--- src/rtl/pd_pkg.sv ---
package pd_pkg;
  typedef enum logic [1:0] {
    PD_RUN    = 2'd0,
    PD_DOWN   = 2'd1,
    PD_STAB   = 2'd2,
    PD_RESUME = 2'd3
  } pd_state_e;
endpackage

--- src/rtl/pd_wake_sync.sv ---
module pd_wake_sync #(
  parameter int unsigned STAGES = 2
) (
  input  logic clk_i,
  input  logic rst_ni,
  input  logic sel_port_i,
  input  logic ext_pin_i,
  input  logic port_pin_i,
  output logic wake_o
);
  logic raw;
  logic [STAGES-1:0] chain_q;

  assign raw = sel_port_i ? port_pin_i : ext_pin_i;

  generate
    if (STAGES == 1) begin : g_one
      always_ff @(posedge clk_i or negedge rst_ni)
        if (!rst_ni) chain_q <= '0;
        else         chain_q <= raw;
    end else begin : g_many
      always_ff @(posedge clk_i or negedge rst_ni)
        if (!rst_ni) chain_q <= '0;
        else         chain_q <= {chain_q[STAGES-2:0], raw};
    end
  endgenerate

  assign wake_o = chain_q[STAGES-1];
endmodule

--- src/rtl/pd_stab_timer.sv ---
module pd_stab_timer #(
  parameter int unsigned CYCLES = 4096
) (
  input  logic clk_i,
  input  logic rst_ni,
  input  logic run_i,
  output logic done_o
);
  localparam int unsigned CW = (CYCLES > 1) ? $clog2(CYCLES) : 1;
  localparam logic [CW-1:0] LAST = CW'(CYCLES - 1);

  logic [CW-1:0] cnt_q;

  // any break in run clears the count
  always_ff @(posedge clk_i or negedge rst_ni)
    if (!rst_ni)              cnt_q <= '0;
    else if (!run_i)          cnt_q <= '0;
    else if (cnt_q != LAST)   cnt_q <= cnt_q + 1'b1;

  assign done_o = run_i && (cnt_q == LAST);
endmodule

--- src/rtl/pd_fsm.sv ---
module pd_fsm
  import pd_pkg::*;
(
  input  logic      clk_i,
  input  logic      rst_ni,
  input  logic      pd_req_i,
  input  logic      cfg_wr_i,
  input  logic      cfg_pd_en_i,
  input  logic      wake_i,
  input  logic      stab_done_i,
  output pd_state_e state_o,
  output logic      abort_o
);
  pd_state_e state_q, state_d;
  logic      pd_en_q;
  logic      enter;

  assign enter = (state_q == PD_RUN) && pd_req_i && pd_en_q;

  always_comb begin
    state_d = state_q;
    unique case (state_q)
      PD_RUN:    if (enter) state_d = PD_DOWN;
      PD_DOWN:   if (wake_i) state_d = PD_STAB;
      PD_STAB:   if (!wake_i) state_d = PD_DOWN;
                 else if (stab_done_i) state_d = PD_RESUME;
      PD_RESUME: state_d = PD_RUN;
      default:   state_d = PD_RUN;
    endcase
  end

  always_ff @(posedge clk_i or negedge rst_ni)
    if (!rst_ni) begin
      state_q <= PD_RUN;
      pd_en_q <= 1'b1;
      abort_o <= 1'b0;
    end else begin
      state_q <= state_d;
      abort_o <= enter;
      if (cfg_wr_i) pd_en_q <= cfg_pd_en_i;
    end

  assign state_o = state_q;
endmodule

--- src/rtl/pd_wake_ctrl.sv ---
module pd_wake_ctrl
  import pd_pkg::*;
#(
  parameter int unsigned SYNC_STAGES = 2,
  parameter int unsigned STAB_CYCLES = 4096
) (
  input  logic clk_i,
  input  logic rst_ni,
  input  logic pd_req_i,
  input  logic cfg_wr_i,
  input  logic cfg_pd_en_i,
  input  logic wake_sel_i,
  input  logic ext_int_i,
  input  logic port0_b7_i,
  input  logic int7_unmask_i,
  output logic clk_en_o,
  output logic bus_idle_force_o,
  output logic adc_abort_o,
  output logic wdt_freeze_o,
  output logic int7_pend_set_o,
  output logic vector_now_o
);
  pd_state_e state;
  logic      wake_s;
  logic      stab_done;
  logic      asleep;

  pd_wake_sync #(.STAGES(SYNC_STAGES)) u_sync (
    .clk_i      (clk_i),
    .rst_ni     (rst_ni),
    .sel_port_i (wake_sel_i),
    .ext_pin_i  (ext_int_i),
    .port_pin_i (port0_b7_i),
    .wake_o     (wake_s)
  );

  pd_stab_timer #(.CYCLES(STAB_CYCLES)) u_timer (
    .clk_i  (clk_i),
    .rst_ni (rst_ni),
    .run_i  ((state == PD_STAB) && wake_s),
    .done_o (stab_done)
  );

  pd_fsm u_fsm (
    .clk_i       (clk_i),
    .rst_ni      (rst_ni),
    .pd_req_i    (pd_req_i),
    .cfg_wr_i    (cfg_wr_i),
    .cfg_pd_en_i (cfg_pd_en_i),
    .wake_i      (wake_s),
    .stab_done_i (stab_done),
    .state_o     (state),
    .abort_o     (adc_abort_o)
  );

  assign asleep           = (state == PD_DOWN) || (state == PD_STAB);
  assign clk_en_o         = !asleep;
  assign bus_idle_force_o = asleep;
  assign wdt_freeze_o     = asleep;
  assign int7_pend_set_o  = (state == PD_RESUME);
  assign vector_now_o     = (state == PD_RESUME) && int7_unmask_i;
endmodule

--- config.mk ---
export PLATFORM = sky130hd
export DESIGN_NAME = pd_wake_ctrl
export DESIGN_NICKNAME = d
export VERILOG_FILES = /design/src/rtl/pd_pkg.sv /design/src/rtl/pd_wake_sync.sv /design/src/rtl/pd_stab_timer.sv /design/src/rtl/pd_fsm.sv /design/src/rtl/pd_wake_ctrl.sv
export SDC_FILE = /design/constraint.sdc
export NUM_CORES = 1
export LEC_CHECK = 0
export BUFFER_PORTS_ARGS = -buffer_cell sky130_fd_sc_hd__buf_2
export CORE_MARGIN = 5
export CORE_UTILIZATION = 38
export DETAILED_ROUTE_END_ITERATION = 6
export SKIP_CTS_REPAIR_TIMING = 1
export SLEW_MARGIN = 20
export SYNTH_ARGS = -nofsm -noshare
export SYNTH_HDL_FRONTEND = slang
export SYNTH_SLANG_ARGS = --single-unit
--- constraint.sdc ---
create_clock -name clk_i -period 4.2 [get_ports clk_i]
set_clock_uncertainty 0.05 [all_clocks]
set_input_delay 0 -clock clk_i [delete_from_list [all_inputs] [get_ports clk_i]]
set_output_delay 0 -clock clk_i [all_outputs]
set_load 0.01 [all_outputs]
# Word level (Yosys, flattened, before mapping)
# Index checks and enable logic that the tools add are counted.
[classes]
n_mul = 0
reduce_logical = 9
n_addsub = 1
magnitude_cmp = 0
mux = 8
shifts = 0
n_bitwise = 0
n_div = 0
eq_ne = 9
[op_table]
columns = ["operator", "count"]
rows = [
  ["2-to-1 mux 12 bit", 2],
  ["adder 12 x 1 -> 12 bit, second input constant", 1],
  ["equality test 12 bit, second input constant", 1],
  ["inequality test 12 bit, second input constant", 1],
  ["2-to-1 mux 2 bit", 4],
  ["one-hot mux 2 bit (4 select lines)", 1],
  ["logical AND 1 bit", 5],
  ["equality test 2 bit, second input constant", 2],
  ["inequality test 2 x 1 -> 1 bit, second input constant", 2],
  ["inequality test 3 bit, second input constant", 1],
  ["AND reduction 3 bit", 1],
  ["equality test 2 x 1 -> 1 bit, second input constant", 1],
  ["logical NOT 2 bit", 1],
  ["inequality test 2 bit, second input constant", 1],
  ["logical NOT 1 bit", 1],
  ["logical OR 1 bit", 1],
  ["2-to-1 mux 1 bit", 1],
]
[word_totals]
memories = 0
romBits = 0
mem_bits_rw = 0
latch_bits = 0
regBits = 18
in_bits = 9

# Depth between registers and ports, before layout
[logic_depth]
depth_word = 6
depth_mapped = 6

# Modules after synthesis
# A second synthesis with hierarchy kept.
[unflattened]
cells_unflattened = 86
hier_area_um2 = 922.1
[by_module_without_submodules]
columns = ["mod", "area_each_um2", "instances", "cells_each"]
rows = [
  ["pd_stab_timer", 641.9, 1, 63],
  ["pd_fsm", 162.7, 1, 13],
  ["pd_wake_sync", 65.1, 1, 3],
  ["pd_wake_ctrl", 52.6, 1, 7],
]

# Least setup slack after synthesis
# No wires, ideal clock.
[synth_timing]
path_kind = "register to register"
from = "reg u_fsm.state_q[0] (netlist: u_fsm.state_o[0])"
to = "reg u_fsm.state_q[1] (netlist: u_fsm.state_o[1])"
required_ps = 4063
path_buffers = 1
path_slack_ps = 2677
path_stages_with_launch = 7
t_arrival_ps = 1387
cell_sequence = "dfrtp_1 > inv_1 > ha_1 > nand2_1 > clkbuf_1 > nor2_1 > a211oi_2"
[synth_between]
elab_chain_len = 5
[synth_lines]
columns = ["element", "line", "rtl"]
rows = [
  ["from (decl)", "pd_fsm.sv:14", "pd_state_e state_q, state_d;"],
  ["from (signal assigned)", "pd_fsm.sv:38", "state_q <= state_d;"],
  ["equality test 2 bit or logical NOT 2 bit (tied branches)", "pd_fsm.sv:22, pd_wake_ctrl.sv:40, pd_fsm.sv:18", ""],
  ["logical AND 1 bit (on tied branches)", "pd_wake_ctrl.sv:40, pd_fsm.sv:18", ""],
  ["logical AND 1 bit (on tied branches)", "pd_stab_timer.sv:20, pd_fsm.sv:18", ""],
  ["inequality test 3 bit (no source line) or inequality test 2 x 1 -> 1 bit (tied branches)", "-", ""],
  ["AND reduction 3 bit (no source line)", "-", ""],
]
# Parallel ways exist; a longest one is shown, timed or not.
# A chain may end at the register's enable or synchronous reset.

# Worst setup path in the final report
[layout_timing]
from = "reg u_fsm.state_q[0] (netlist: u_fsm.state_o[0])"
to = "reg u_fsm.state_q[0] (netlist: u_fsm.state_o[0])"
# Same word-level chain as after synthesis.

==> run summary <==
DIE AREA: 3890 µm²
n_diodes: 0
Worst Setup SP: u_fsm.state_o[0]
layout cells sized above 1: 25.0%
cell chain of the critical path: inv_1 -> ha_1 -> nand2_1 -> a311oi_1 -> nor3_1
Leakage Power: 0.515 nW
Antenna Nets Post-Route: 0
kind of critical path: flip-flop to flip-flop
yosys warns: 0
Setup crit start kind: flip-flop
pin count of the biggest net entering global routing: 19
CP endpoint: u_fsm.state_o[0]
clk sinks: 18
Skew-Pair Late Insertion Delay: 0.29 ns
Tmin final: 1.65 ns
clock-pin slew on the worst setup and hold paths: 0.10 ns
Register Area: 452 µm²
fmax: 606 MHz
DR WL/cell: 13.6 µm
Synthesized Nets: 114
Core Rows: 19
vias in the first global route: 814
Total Neg Setup Slack: 0 ns
Post-Synthesis Cells: 99
PD cells: 422 nW/µm²
drt initial violations: 13
met1 Resource Use GR: 12.8%
WP data required: 4.33 ns
vias: 813
reg2reg path depth: 5
# Max-Cap Violations: 0
met3 Track Usage GR: 1.80%
Rel. slew slack: 69.9%
P&R area growth vs syn: 15.7%
Nets: 132
Crit Reg-Reg Startpoint: u_fsm.state_o[0]
CP max stage delay: 0.45 ns
status: complete, no violations
worst-path maximum fanout: 12
post-route clock period utilization: 39.3%
CP Depth: 5
fill count: 253
CP endpoint kind: flip-flop
crit-path leading delay family: flip-flops
first-pass GRT wire length: 3.47 mm
Buf+Inv Stages, Crit Path: 1
die height: 62.4 µm
Ports: 15
PortBufs: 14
WP data arrival: 1.78 ns
Max clock buf depth: 2
CORE AREA: 2690 µm²
initial antenna violation count: 0
met2 usage: 18.7%
GRT overflow: 0
H-tree depth: 1
RSZ-0062 raised after global routing: no
RePlAce Congestion: 0.859
die width: 62.4 µm
area post-placement: 1110 µm²
post-layout util: 44.9%
TritonCTS clock tree: built
final hold viol count: 0
total global-route track usage: 10.7%
VDD IR max: 0.000246 V
final setup fails: 0
final std cells w/o fill: 147
Reg-to-Reg End: u_fsm.state_o[0]
Final HPWL DP: 1.47 mm
Hold WC Path Type: primary input to async pin
register area share after synthesis: 43.3%
R2R Setup Slk: 2.55 ns
multi-input logic area: 538 µm²
Slew Limit Fails: 0
worst-margin pin slew: 0.451 ns
Mapped Area: 1040 µm²
placed cells: 137
DR vias/cell: 5.53
First-pass DRT Iterations: 4
busiest grt layer: met2
syn avg cell area: 10.5 µm²
drt total wl: 2.01 mm
CTS buffer count: 3
DRC viols: 0
initial core utilization: 38.8%
root buffer cell: clkbuf_4
Critical-path top delay cell: dfrtp_1
Final Cell Area: 1210 µm²
Synth Register Bits: 18
Cell variety after synth: 32
==> Yosys cell counts, drive strengths merged <==
master / number / share of area (%)
a211oi: 7 / 7.0
buf: 6 / 3.6
a21bo: 1 / 0.96
a41oi: 2 / 1.7
nand2b: 1 / 0.60
mux2: 2 / 2.2
nor2b: 1 / 0.60
nor2: 4 / 1.4
ha: 6 / 7.2
a21oi: 6 / 2.9
nand3: 3 / 2.6
inv: 3 / 1.1
clkbuf: 1 / 0.36
o21ai: 3 / 1.4
and2: 3 / 1.8
dfrtp: 17 / 41
and3: 5 / 3.0
nand4: 4 / 3.0
o31a: 1 / 0.84
o31ai: 1 / 0.72
and4: 4 / 3.4
a2111oi: 1 / 1.4
a31oi: 5 / 3.0
nor4: 2 / 1.2
nor3: 4 / 1.9
nand2: 3 / 1.1
dfstp: 1 / 2.5
a311oi: 2 / 1.7
==> power by group <==
part	switching (W)	internal, W	total (W)
registers	0.0000228	0.000192	0.000214
logic	0.000102	0.0000865	0.000188
clock network	0.0000534	0.0000528	0.000106
==> cell families (layout without fill, tap and decap cells) <==
logic type | count (synthesis) | after routing | share of synthesized area, %
and+or+nand+nor | 34 | 34 | 20.6
adders and majority gates | 6 | 6 | 7.20
muxes | 2 | 2 | 2.16
DFF | 18 | 18 | 43.3
AOI/OAI and AO/OA | 29 | 29 | 21.6
buffers and inverters | 10 | 27 | 5.04
==> layout make-up <==
cell class,count,area share [%]
Multi-Input combinational cell,71,44.6
Sequential cell,18,37.4
Timing Repair Buffer,20,10.8
Inverter,3,0.934
Tap cell,31,3.22
Clock buffer,4,3.01
==> routing by layer <==
layer / wire, µm / part of all wire (%)
met1: 926 / 46
met2: 1010 / 50
met3: 49 / 2.4
met4: 18 / 0.90
met5: 0 / 0
==> through the flow <==
step                      hold slack (ns)  worst slack [ns]  power (W)
after floorplan                    -0.346              2.68   0.000352
after global placement            -0.0992              2.61   0.000396
after detailed placement          -0.0994              2.56   0.000404
after CTS                          -0.426              2.55   0.000511
after global routing                0.142              2.44   0.000553
final                               0.108              2.55   0.000509
==> worst min path at each step <==
stage	to	from	slack, ns
after floorplan	u_fsm.abort_o	rst_ni	-0.35
after global placement	u_timer.cnt_q[6]	rst_ni	-0.1
after detailed placement	u_timer.cnt_q[6]	rst_ni	-0.1
after CTS	u_timer.cnt_q[6]	rst_ni	-0.43
after global routing	u_timer.cnt_q[5]	rst_ni	0.14
final	u_timer.cnt_q[3]	rst_ni	0.11
==> sequential cells by signal, indices dropped and copies added (netlist names) <==
signal          cells
u_fsm.pd_en_q       1
u_sync.chain_q      2
u_timer.cnt_q      12
u_fsm.abort_o       1
u_fsm.state_o       2
==> layout by cell type (no fill, tap or decap), drive strengths merged, types with 2 or more instances in the layout <==
master | Yosys | final
dfrtp | 17 | 17
buf | 6 | 14
a211oi | 7 | 7
a21oi | 6 | 6
ha | 6 | 6
dlygate4sd3 | 0 | 6
and3 | 5 | 5
a31oi | 5 | 5
and4 | 4 | 4
nor3 | 4 | 4
nor2 | 4 | 4
nand4 | 4 | 4
clkbuf | 1 | 4
inv | 3 | 3
and2 | 3 | 3
nand2 | 3 | 3
o21ai | 3 | 3
nand3 | 3 | 3
mux2 | 2 | 2
nor4 | 2 | 2
a41oi | 2 | 2
a311oi | 2 | 2
No activity file was read; power rests on OpenSTA's default activity.
